## src/rtl/pp_pwm_pkg.sv

```systemverilog
// Shared types for the push-pull PWM controller.
// Assumes: a period is made of exactly two phases, ramp then dead time.
package pp_pwm_pkg;
    typedef enum logic {
        PH_RAMP = 1'b0,
        PH_DEAD = 1'b1
    } phase_t;
endpackage

```

## src/rtl/pp_pwm_sync2.sv

```systemverilog
// Two-flop synchronizer for a vector of asynchronous control levels.
// Assumes: each bit is a slow level; the reset value is "asserted" so the
// controlled logic stays safe until real input values have been sampled.
module pp_pwm_sync2 #(
    parameter int N = 2
) (
    input  logic         clk,
    input  logic         rst_n,
    input  logic [N-1:0] async_in,
    output logic [N-1:0] sync_out
);
    generate
        for (genvar i = 0; i < N; i++) begin : g_bit
            logic meta_q;
            logic stab_q;
            // Two register stages per bit, forced high in reset.
            always_ff @(posedge clk) begin
                if (!rst_n) begin
                    meta_q <= 1'b1;
                    stab_q <= 1'b1;
                end else begin
                    meta_q <= async_in[i];
                    stab_q <= meta_q;
                end
            end
            assign sync_out[i] = stab_q;
        end
    endgenerate
endmodule

```

## src/rtl/pp_pwm_timebase.sv

```systemverilog
// Period counter: a ramp phase of ramp_len cycles, then a dead phase of
// dead_len cycles. A synchronous restart ends the period at once.
// Assumes: both lengths are at least 1 and stay stable while in use.
module pp_pwm_timebase
    import pp_pwm_pkg::*;
#(
    parameter int CNT_W = 8
) (
    input  logic             clk,
    input  logic             rst_n,
    input  logic [CNT_W-1:0] ramp_len,
    input  logic [CNT_W-1:0] dead_len,
    input  logic             sync_in,
    output phase_t           phase,
    output logic [CNT_W-1:0] cnt,
    output logic             period_start,
    output logic             period_end
);
    localparam logic [CNT_W-1:0] ONE = CNT_W'(1);

    logic ramp_last;
    logic dead_last;

    assign ramp_last    = (phase == PH_RAMP) && (cnt == ramp_len - ONE);
    assign dead_last    = (phase == PH_DEAD) && (cnt == dead_len - ONE);
    assign period_start = (phase == PH_RAMP) && (cnt == '0);
    assign period_end   = sync_in || dead_last;

    // Advance the phase counter and switch phase at each phase's last cycle.
    always_ff @(posedge clk) begin
        if (!rst_n) begin
            phase <= PH_DEAD;
            cnt   <= '0;
        end else if (period_end) begin
            phase <= PH_RAMP;
            cnt   <= '0;
        end else if (ramp_last) begin
            phase <= PH_DEAD;
            cnt   <= '0;
        end else begin
            cnt   <= cnt + ONE;
        end
    end


    ramp_bound_chk: assert property (@(posedge clk) disable iff (!rst_n)
        (phase == PH_RAMP) |-> (cnt < ramp_len));

    dead_bound_chk: assert property (@(posedge clk) disable iff (!rst_n)
        (phase == PH_DEAD) |-> (cnt < dead_len));

    restart_chk: assert property (@(posedge clk) disable iff (!rst_n)
        sync_in |=> (phase == PH_RAMP && cnt == '0));
endmodule

```

## src/rtl/pp_pwm_softstart.sv

```systemverilog
// Soft-start level: climbs one step per period end, drains two steps per
// period end under shutdown, and is held at zero under lockout.
// Assumes: shdn and uvlo are already synchronous to clk.
module pp_pwm_softstart #(
    parameter int CNT_W   = 8,
    parameter int SS_STEP = 4
) (
    input  logic             clk,
    input  logic             rst_n,
    input  logic             period_end,
    input  logic             shdn,
    input  logic             uvlo,
    output logic [CNT_W-1:0] level
);
    localparam logic [CNT_W:0] STEP_W = (CNT_W+1)'(SS_STEP);
    localparam logic [CNT_W:0] DRAIN  = (CNT_W+1)'(2 * SS_STEP);
    localparam logic [CNT_W:0] TOP    = {1'b0, {CNT_W{1'b1}}};

    logic [CNT_W:0] wide;
    logic [CNT_W:0] up_sum;
    logic [CNT_W:0] dn_dif;

    assign wide   = {1'b0, level};
    assign up_sum = (wide + STEP_W > TOP) ? TOP : wide + STEP_W;
    assign dn_dif = (wide >= DRAIN) ? wide - DRAIN : '0;

    // Update the level once per period end, with lockout overriding all.
    always_ff @(posedge clk) begin
        if (!rst_n) begin
            level <= '0;
        end else if (uvlo) begin
            level <= '0;
        end else if (period_end) begin
            level <= shdn ? dn_dif[CNT_W-1:0] : up_sum[CNT_W-1:0];
        end
    end


    lockout_clear_chk: assert property (@(posedge clk) disable iff (!rst_n)
        uvlo |=> (level == '0));

    ss_hold_chk: assert property (@(posedge clk) disable iff (!rst_n)
        (!period_end && !uvlo) |=> $stable(level));

    ss_rise_chk: assert property (@(posedge clk) disable iff (!rst_n)
        (period_end && !shdn && !uvlo) |=> (level >= $past(level)));

    ss_fall_chk: assert property (@(posedge clk) disable iff (!rst_n)
        (period_end && shdn && !uvlo) |=> (level <= $past(level)));
endmodule

```

## src/rtl/pp_pwm_ctrl.sv

```systemverilog
// Latched push-pull PWM controller. It compares the period counter with the
// smaller of duty and soft-start level, holds a termination latch until the
// next period start, and steers alternate periods to output A and output B.
// Assumes: sync_in is synchronous to clk; ramp_len and dead_len are >= 1.
module pp_pwm_ctrl
    import pp_pwm_pkg::*;
#(
    parameter int CNT_W    = 8,
    parameter int SS_STEP  = 4,
    parameter bit OFF_HIGH = 1'b0
) (
    input  logic             clk,
    input  logic             rst_n,
    input  logic [CNT_W-1:0] ramp_len,
    input  logic [CNT_W-1:0] dead_len,
    input  logic [CNT_W-1:0] duty_cmd,
    input  logic             sync_in,
    input  logic             shdn_in,
    input  logic             uvlo_in,
    output logic             out_a,
    output logic             out_b
);
    phase_t           phase;
    logic [CNT_W-1:0] cnt;
    logic             period_start;
    logic             period_end;
    logic [1:0]       ctl_s;
    logic             shdn_s;
    logic             uvlo_s;
    logic             kill;
    logic [CNT_W-1:0] ss_level;
    logic [CNT_W-1:0] eff_duty;
    logic             cmp_end;
    logic             pulse_on;
    logic             term_q;
    logic             steer_q;
    logic             sel_b;
    logic             act_a_q;
    logic             act_b_q;

    pp_pwm_sync2 #(.N(2)) u_sync (
        .clk      (clk),
        .rst_n    (rst_n),
        .async_in ({uvlo_in, shdn_in}),
        .sync_out (ctl_s)
    );
    assign shdn_s = ctl_s[0];
    assign uvlo_s = ctl_s[1];
    assign kill   = shdn_s || uvlo_s;

    pp_pwm_timebase #(.CNT_W(CNT_W)) u_tb (
        .clk          (clk),
        .rst_n        (rst_n),
        .ramp_len     (ramp_len),
        .dead_len     (dead_len),
        .sync_in      (sync_in),
        .phase        (phase),
        .cnt          (cnt),
        .period_start (period_start),
        .period_end   (period_end)
    );

    pp_pwm_softstart #(.CNT_W(CNT_W), .SS_STEP(SS_STEP)) u_ss (
        .clk        (clk),
        .rst_n      (rst_n),
        .period_end (period_end),
        .shdn       (shdn_s),
        .uvlo       (uvlo_s),
        .level      (ss_level)
    );

    // The comparator ends the pulse outside the ramp, at the duty count, or on a kill.
    assign eff_duty = (duty_cmd < ss_level) ? duty_cmd : ss_level;
    assign cmp_end  = (phase != PH_RAMP) || (cnt >= eff_duty) || kill;
    // The latch counts as clear during the period-start cycle.
    assign pulse_on = (period_start || !term_q) && !cmp_end;
    // The new steering value applies from the period-start cycle itself.
    assign sel_b    = period_start ? !steer_q : steer_q;

    // Termination latch: cleared by the period start, set by any pulse end.
    always_ff @(posedge clk) begin
        if (!rst_n)            term_q <= 1'b1;
        else if (period_start) term_q <= cmp_end;
        else                   term_q <= term_q || cmp_end;
    end

    // Steering toggle: flips once per period start.
    always_ff @(posedge clk) begin
        if (!rst_n)            steer_q <= 1'b1;
        else if (period_start) steer_q <= !steer_q;
    end

    // Output registers: route the pulse to the side chosen for this period.
    always_ff @(posedge clk) begin
        if (!rst_n) begin
            act_a_q <= 1'b0;
            act_b_q <= 1'b0;
        end else begin
            act_a_q <= pulse_on && !sel_b;
            act_b_q <= pulse_on && sel_b;
        end
    end

    generate
        if (OFF_HIGH) begin : g_idle_high
            assign out_a = !act_a_q;
            assign out_b = !act_b_q;
        end else begin : g_idle_low
            assign out_a = act_a_q;
            assign out_b = act_b_q;
        end
    endgenerate


    no_overlap_chk: assert property (@(posedge clk) disable iff (!rst_n)
        !(act_a_q && act_b_q));

    dead_blank_chk: assert property (@(posedge clk) disable iff (!rst_n)
        (phase == PH_DEAD) |=> (!act_a_q && !act_b_q));

    kill_off_chk: assert property (@(posedge clk) disable iff (!rst_n)
        kill |=> (!act_a_q && !act_b_q));

    rise_at_start_chk: assert property (@(posedge clk) disable iff (!rst_n)
        ($rose(act_a_q) || $rose(act_b_q)) |-> $past(period_start));

    steer_flip_chk: assert property (@(posedge clk) disable iff (!rst_n)
        period_start |=> (steer_q != $past(steer_q)));
endmodule

```

## config.mk

```make
export PLATFORM = sky130hd
export DESIGN_NAME = pp_pwm_ctrl
export DESIGN_NICKNAME = d
export VERILOG_FILES = /design/src/rtl/pp_pwm_pkg.sv /design/src/rtl/pp_pwm_sync2.sv /design/src/rtl/pp_pwm_timebase.sv /design/src/rtl/pp_pwm_softstart.sv /design/src/rtl/pp_pwm_ctrl.sv
export SDC_FILE = /design/constraint.sdc
export NUM_CORES = 1
export LEC_CHECK = 0
export BUFFER_PORTS_ARGS = -buffer_cell sky130_fd_sc_hd__buf_2
export CELL_PAD_IN_SITES_DETAIL_PLACEMENT = 2
export CELL_PAD_IN_SITES_GLOBAL_PLACEMENT = 2
export CORE_ASPECT_RATIO = 1.4
export CORE_UTILIZATION = 31
export DETAILED_ROUTE_END_ITERATION = 8
export PLACE_DENSITY_LB_ADDON = 0.1
export SLEW_MARGIN = 20
export SYNTH_ARGS = -nofsm -noshare
export SYNTH_HDL_FRONTEND = slang
export SYNTH_HIERARCHICAL = 1
export SYNTH_SLANG_ARGS = --single-unit
export TNS_END_PERCENT = 50
```

## constraint.sdc

```tcl
create_clock -name clk -period 3 [get_ports clk]
set_input_delay 0.3 -clock clk [delete_from_list [all_inputs] [get_ports clk]]
set_output_delay 0.3 -clock clk [all_outputs]
set_load 0.03 [all_outputs]
```

Yosys cells after proc, flatten, opt, wreduce, memory -nomap -nowiden

Index checks and enable logic that the tools add are counted.

Register bits after elaboration: 25
Input port bits: 29
Output and inout bits: 2
Word-level logic and storage cells: 52

$add $sub $neg: 5
Order comparisons: 4
Equality and inequality tests: 2
Muxes and demuxes: 8
Bitwise operators: 2
Reductions and logical operators: 20

Operator list:

| kind                                                                             | count |
|---|---|
| 8-bit two-way mux                                                                | 4 |
| 8-bit equality test                                                              | 2 |
| 8-bit by 1-bit subtractor with 8-bit output (second input constant)              | 2 |
| 8-bit by 3-bit adder with 9-bit output (second input constant)                   | 1 |
| 9-bit by 8-bit greater-than comparator with 1-bit output (second input constant) | 1 |
| 8-bit by 1-bit adder with 8-bit output (second input constant)                   | 1 |
| 8-bit by 4-bit >= comparator with 1-bit output (second input constant)           | 1 |
| 8-bit >= comparator                                                              | 1 |
| 8-bit zero test                                                                  | 1 |
| 8-bit < comparator                                                               | 1 |
| 8-bit by 4-bit subtractor with 8-bit output (second input constant)              | 1 |
| 1-bit logical AND                                                                | 6 |
| 1-bit logical OR                                                                 | 6 |
| 1-bit zero test                                                                  | 4 |
| 1-bit two-way mux                                                                | 4 |
| 3-bit OR reduction                                                               | 1 |
| 1-bit inverter                                                                   | 2 |
| 2-bit nonzero test                                                               | 1 |
| 2-bit OR reduction                                                               | 1 |

Depth between registers and ports, before layout

Depth in word-level cells: 8
Gate-level depth with buffers: 12
Depth with buffers taken out: 12

Cells and area by module

Netlist, hierarchy kept.

Modules (own cells, without submodules):

| module           | instances | cells each | area an instance (um2) | seq. area each (um2) |
|---|---|---|---|---|
| pp_pwm_timebase  | 1         | 121        | 975.9                  | 180.2 |
| pp_pwm_ctrl      | 1         | 65         | 571.8                  | 80.1 |
| pp_pwm_softstart | 1         | 72         | 565.5                  | 140.1 |
| pp_pwm_sync2     | 1         | 10         | 120.1                  | 80.1 |

Least setup slack after synthesis

Ideal clock, no wire load.

Path kind: reg2reg
Start: register u_ss.level[0]
End: register act_b_q, in the netlist out_b
Setup time: 86 ps
Data arrival time: 2900 ps
Setup slack: 14 ps
Stages on the path, launching flop included: 11
Buffers on the path: 1
Period minus slack after synthesis: 2986 ps
Path through: dfxtp_1 -> buf_4 -> inv_1 -> ha_1 -> a2111o_1 -> a211oi_4 -> mux2i_1 -> ha_1 -> a2111oi_0 -> nand2_1 -> a211oi_1

Word-level cells in the longest chain between the ends: 8

Ends and longest elaborated chain:

| element                           | line                   | source |
|---|---|---|
| start: declaration                | pp_pwm_softstart.sv:13 | `output logic [CNT_W-1:0] level` |
| start signal: assignment          | pp_pwm_softstart.sv:34 | `level <= shdn ? dn_dif[CNT_W-1:0] : up_sum[CNT_W-1:0];` |
| 8-bit < comparator                | pp_pwm_ctrl.sv:73      | `assign eff_duty = (duty_cmd < ss_level) ? duty_cmd : ss_level;` |
| 8-bit two-way mux (*)             | pp_pwm_ctrl.sv:73      |  |
| 8-bit >= comparator (*)           | pp_pwm_ctrl.sv:74      | `assign cmp_end = (phase != PH_RAMP) \|\| (cnt >= eff_duty) \|\| kill;` |
| 1-bit logical OR (*) (2 in a row) | pp_pwm_ctrl.sv:74      |  |
| 1-bit zero test (*)               | pp_pwm_ctrl.sv:76      | `assign pulse_on = (period_start \|\| !term_q) && !cmp_end;` |
| 1-bit logical AND (*)             | pp_pwm_ctrl.sv:76      |  |
| 1-bit logical AND (*)             | pp_pwm_ctrl.sv:100     | `act_b_q <= pulse_on && sel_b;` |
| end signal: assignment            | pp_pwm_ctrl.sv:100     |  |
| end: declaration                  | pp_pwm_ctrl.sv:39      | `logic act_b_q;` |

Every way passes the cells marked *; elsewhere a longest branch is shown, timed or not.
A chain may end at the register's enable or synchronous reset.

Final worst setup path

Ends and elaborated chain as after synthesis.

==> metrics <==
Peak supply drop=0.137 mV; largest net degree at the start of global routing=23; n_diodes=0; fmax=~350 MHz; Yosys cell types=55; yosys warns=6; nets@finish=355; worst-skew pair later-pin latency=between 0.2 and 0.3 ns; DPL Wire Length=5470 µm; syn avg cell area=8.33 µm²; vias in the first global route=around 2200; Total GRT Usage=a little under a fifth; multi-input logic area=0.00159 mm²; crit end category=register; Crit Path Category=register to register; Rel. slew slack=between 60% and 70%; critical-path cell list=inv_1, ha_1, a2111o_1, a211oi_4, buf_4, mux2_4, ha_1, nand2b_4, a21oi_2, o211ai_1, a211oi_1; CP startpoint kind=register; Post-Place Cell Area=~0.0025 mm²; root buffer cell=clkbuf_8; EDFF count, synth=0; Syn Inst Count=roughly 270; vias per cell=between 5 and 6; H-tree Lvls=1; leak pwr=around 1.1 nW; most frequent CP cell=ha_1; Clock Path Buffers=2; drt total wl=between 6000 and 7000 µm; DR vias=2033; # clock sinks=24; CTS tree=built; residual DRC count=0; sequential cell area=between 400 and 500 µm²; Final Core Density=~37%; Die Wd=73.7 µm; die area=between 0.007 and 0.008 mm²; die height=102 µm; layout cells sized above 1=between 20% and 30%; Initial Utilization=approximately a third; slowest stage cell on the critical path=a2111o_1; Final Hold Viols=0; crit-path leading delay family=compound AO/OA/AOI/OAI gates; IO Port Bufs=30; Final setup violation count=0; Post-CTS Hold Buffers=0; status=finished, final reports clean; hold depth=2; row count=36; final instance area=0.00260 mm²; number of synthesized register bits=24; CP arrival=about 3.1 ns; Synth-to-Final Area Change=16.5%; GPL Wtd Cong=between 0.7 and 0.8; Cell Pwr Density=279 mW/mm²; initial antenna violation count=0; GRT Residual Overflow=0; Tcrit/Tclk final=a little over nine tenths; antenna-violating nets left=0; crit-path max cell delay=around 0.45 ns; Async S/R FF share, synth=0%; routed wire length per instance=about 17 µm; critical path depth=11; post-layout min period=around 2.9 ns; Final Max Tran Viols=0; Hold Crit Class=primary input to register; Fin Hold WS=between 0.2 and 0.25 ns; I/O Pins=31; TritonCTS Buffers=3; Core ar.=0.00698 mm²; initial detailed-routing violation count=17; Seq/Total Area, Yosys=a little over a fifth; Final Skew=between 0.003 and 0.004 ns; commonest non-fill, non-tap cells in the layout=buf_2, inv_1, ha_1, dfxtp_1, nand2_1; ys flop type=dfxtp_1; FF-to-FF path depth=11; worst-path fanout max=4; Slew @ Worst Pin=0.518 ns; most common cell after layout, fill and taps aside=buf_2; total iterations of the first detailed-routing run=3; required time of the critical path=3.19 ns; Bufs and invs on worst path=2; Clk pin slew, worst setup/hold paths=~0.090 ns; syn_nets=between 300 and 400; first-pass GRT wire length=between 10000 and 15000 µm; post-synthesis instance area=roughly 0.0022 mm²; fillers=822; # Max-Cap Violations=0
## cell families after synthesis
kind of cell               Yosys count  synth area share (%)
and+or+nand+nor                     89                  23.0
adders and majority gates           23                  12.9
DFF                                 24                  21.5
xor gates and xnor gates            30                  11.8
muxes                                8                  3.81
AOI/OAI and AO/OA                   57                  18.9
buffers and inverters               37                  8.12
## worst reg2reg max path, cell delays in order, from the launching register on
cell and delay, ns:
dfxtp_2 0.33, inv_1 0.04, ha_1 0.27, a2111o_1 0.45
a211oi_4 0.34, buf_4 0.17, mux2_4 0.30, ha_1 0.27
nand2b_4 0.14, a21oi_2 0.11, o211ai_1 0.15, a211oi_1 0.22
## repair_timing
item                       CTS  global route
resized for setup            0             6
setup endpoints to repair    0             3
setup buffers                0             3
## routing by layer
| metal | share of wire, % | vias to the layer above | track usage, % |
|---|---|---|---|
| met5 | 0 | - | 0 |
| met4 | 1.1 | 0 | 5.33 |
| met3 | 1.7 | 6 | 1.87 |
| met2 | 59 | 30 | 38.7 |
| met1 | 38 | 988 | 19.8 |
| li1 | - | 1009 | - |
## power breakdown
part,leakage (nW),internal [mW],switching (mW)
logic,0.833,0.0783,0.0912
clock network,0.0288,0.117,0.106
registers,0.196,0.325,0.00827
## cell type report
cell class	instances	area share [%]
Timing Repair Buffer	43	9.52
Sequential cell	24	18.5
Tap cell	95	4.57
Inverter	24	3.99
Multi-Input combinational cell	207	61.3
Clock buffer	4	2.12
## Yosys cell counts, types with 3 or more instances
cell / number / share of area [%]
a211oi_1: 5 / 1.7
o21bai_1: 4 / 1.3
inv_1: 23 / 3.9
dfxtp_1: 24 / 22
buf_4: 4 / 1.3
nand3_1: 8 / 1.8
xnor2_1: 15 / 5.9
nand2_1: 21 / 3.5
o21ai_0: 10 / 2.2
mux2i_1: 7 / 3.1
nand4_1: 5 / 1.4
nor3_1: 13 / 2.9
ha_1: 23 / 13
xor2_1: 15 / 5.9
nor2b_1: 4 / 1.1
nand2b_1: 9 / 2.5
a21o_1: 5 / 1.7
nor2_1: 10 / 1.7
clkbuf_1: 3 / 0.50
buf_2: 5 / 1.1
a21oi_1: 10 / 2.2
a31oi_1: 5 / 1.4
## sequential cells by signal, summed over array words and instances, names as in the netlist
signal	flops
out_b	1
u_sync/g_bit.meta_q	2
u_ss/level	7
u_tb/cnt	8
steer_q	1
u_sync/g_bit.stab_q	2
out_a	1
u_tb/phase	1
term_q	1
## final timing paths
check	from	endpoint	slack, ns
worst max-delay path	u_ss/level[0]$_SDFFE_PP0P_	out_b$_SDFF_PN0_	0.13
worst min-delay path	shdn_in	u_sync/g_bit[0].meta_q$_SDFF_PN1_	0.20
worst max register to register	u_ss/level[0]$_SDFFE_PP0P_	out_b$_SDFF_PN0_	0.13
worst min register to register	u_sync/g_bit[1].meta_q$_SDFF_PN1_	u_sync/g_bit[1].stab_q$_SDFF_PN1_	0.42
## metrics by stage
step | cells | total power [mW] | TNS, ns | setup WS (ns)
6_report | 397 | 0.727 | 0 | 0.131
5_1_grt | 397 | 0.768 | -0.00503 | -0.00503
4_1_cts | 394 | 0.731 | 0 | 0.0923
3_5_place_dp | 390 | 0.506 | 0 | 0.0694
3_3_place_gp | 390 | 0.501 | 0 | 0.154
2_1_floorplan | 268 | 0.443 | 0 | 0.0143
No activity file was read; power rests on OpenSTA's default activity.
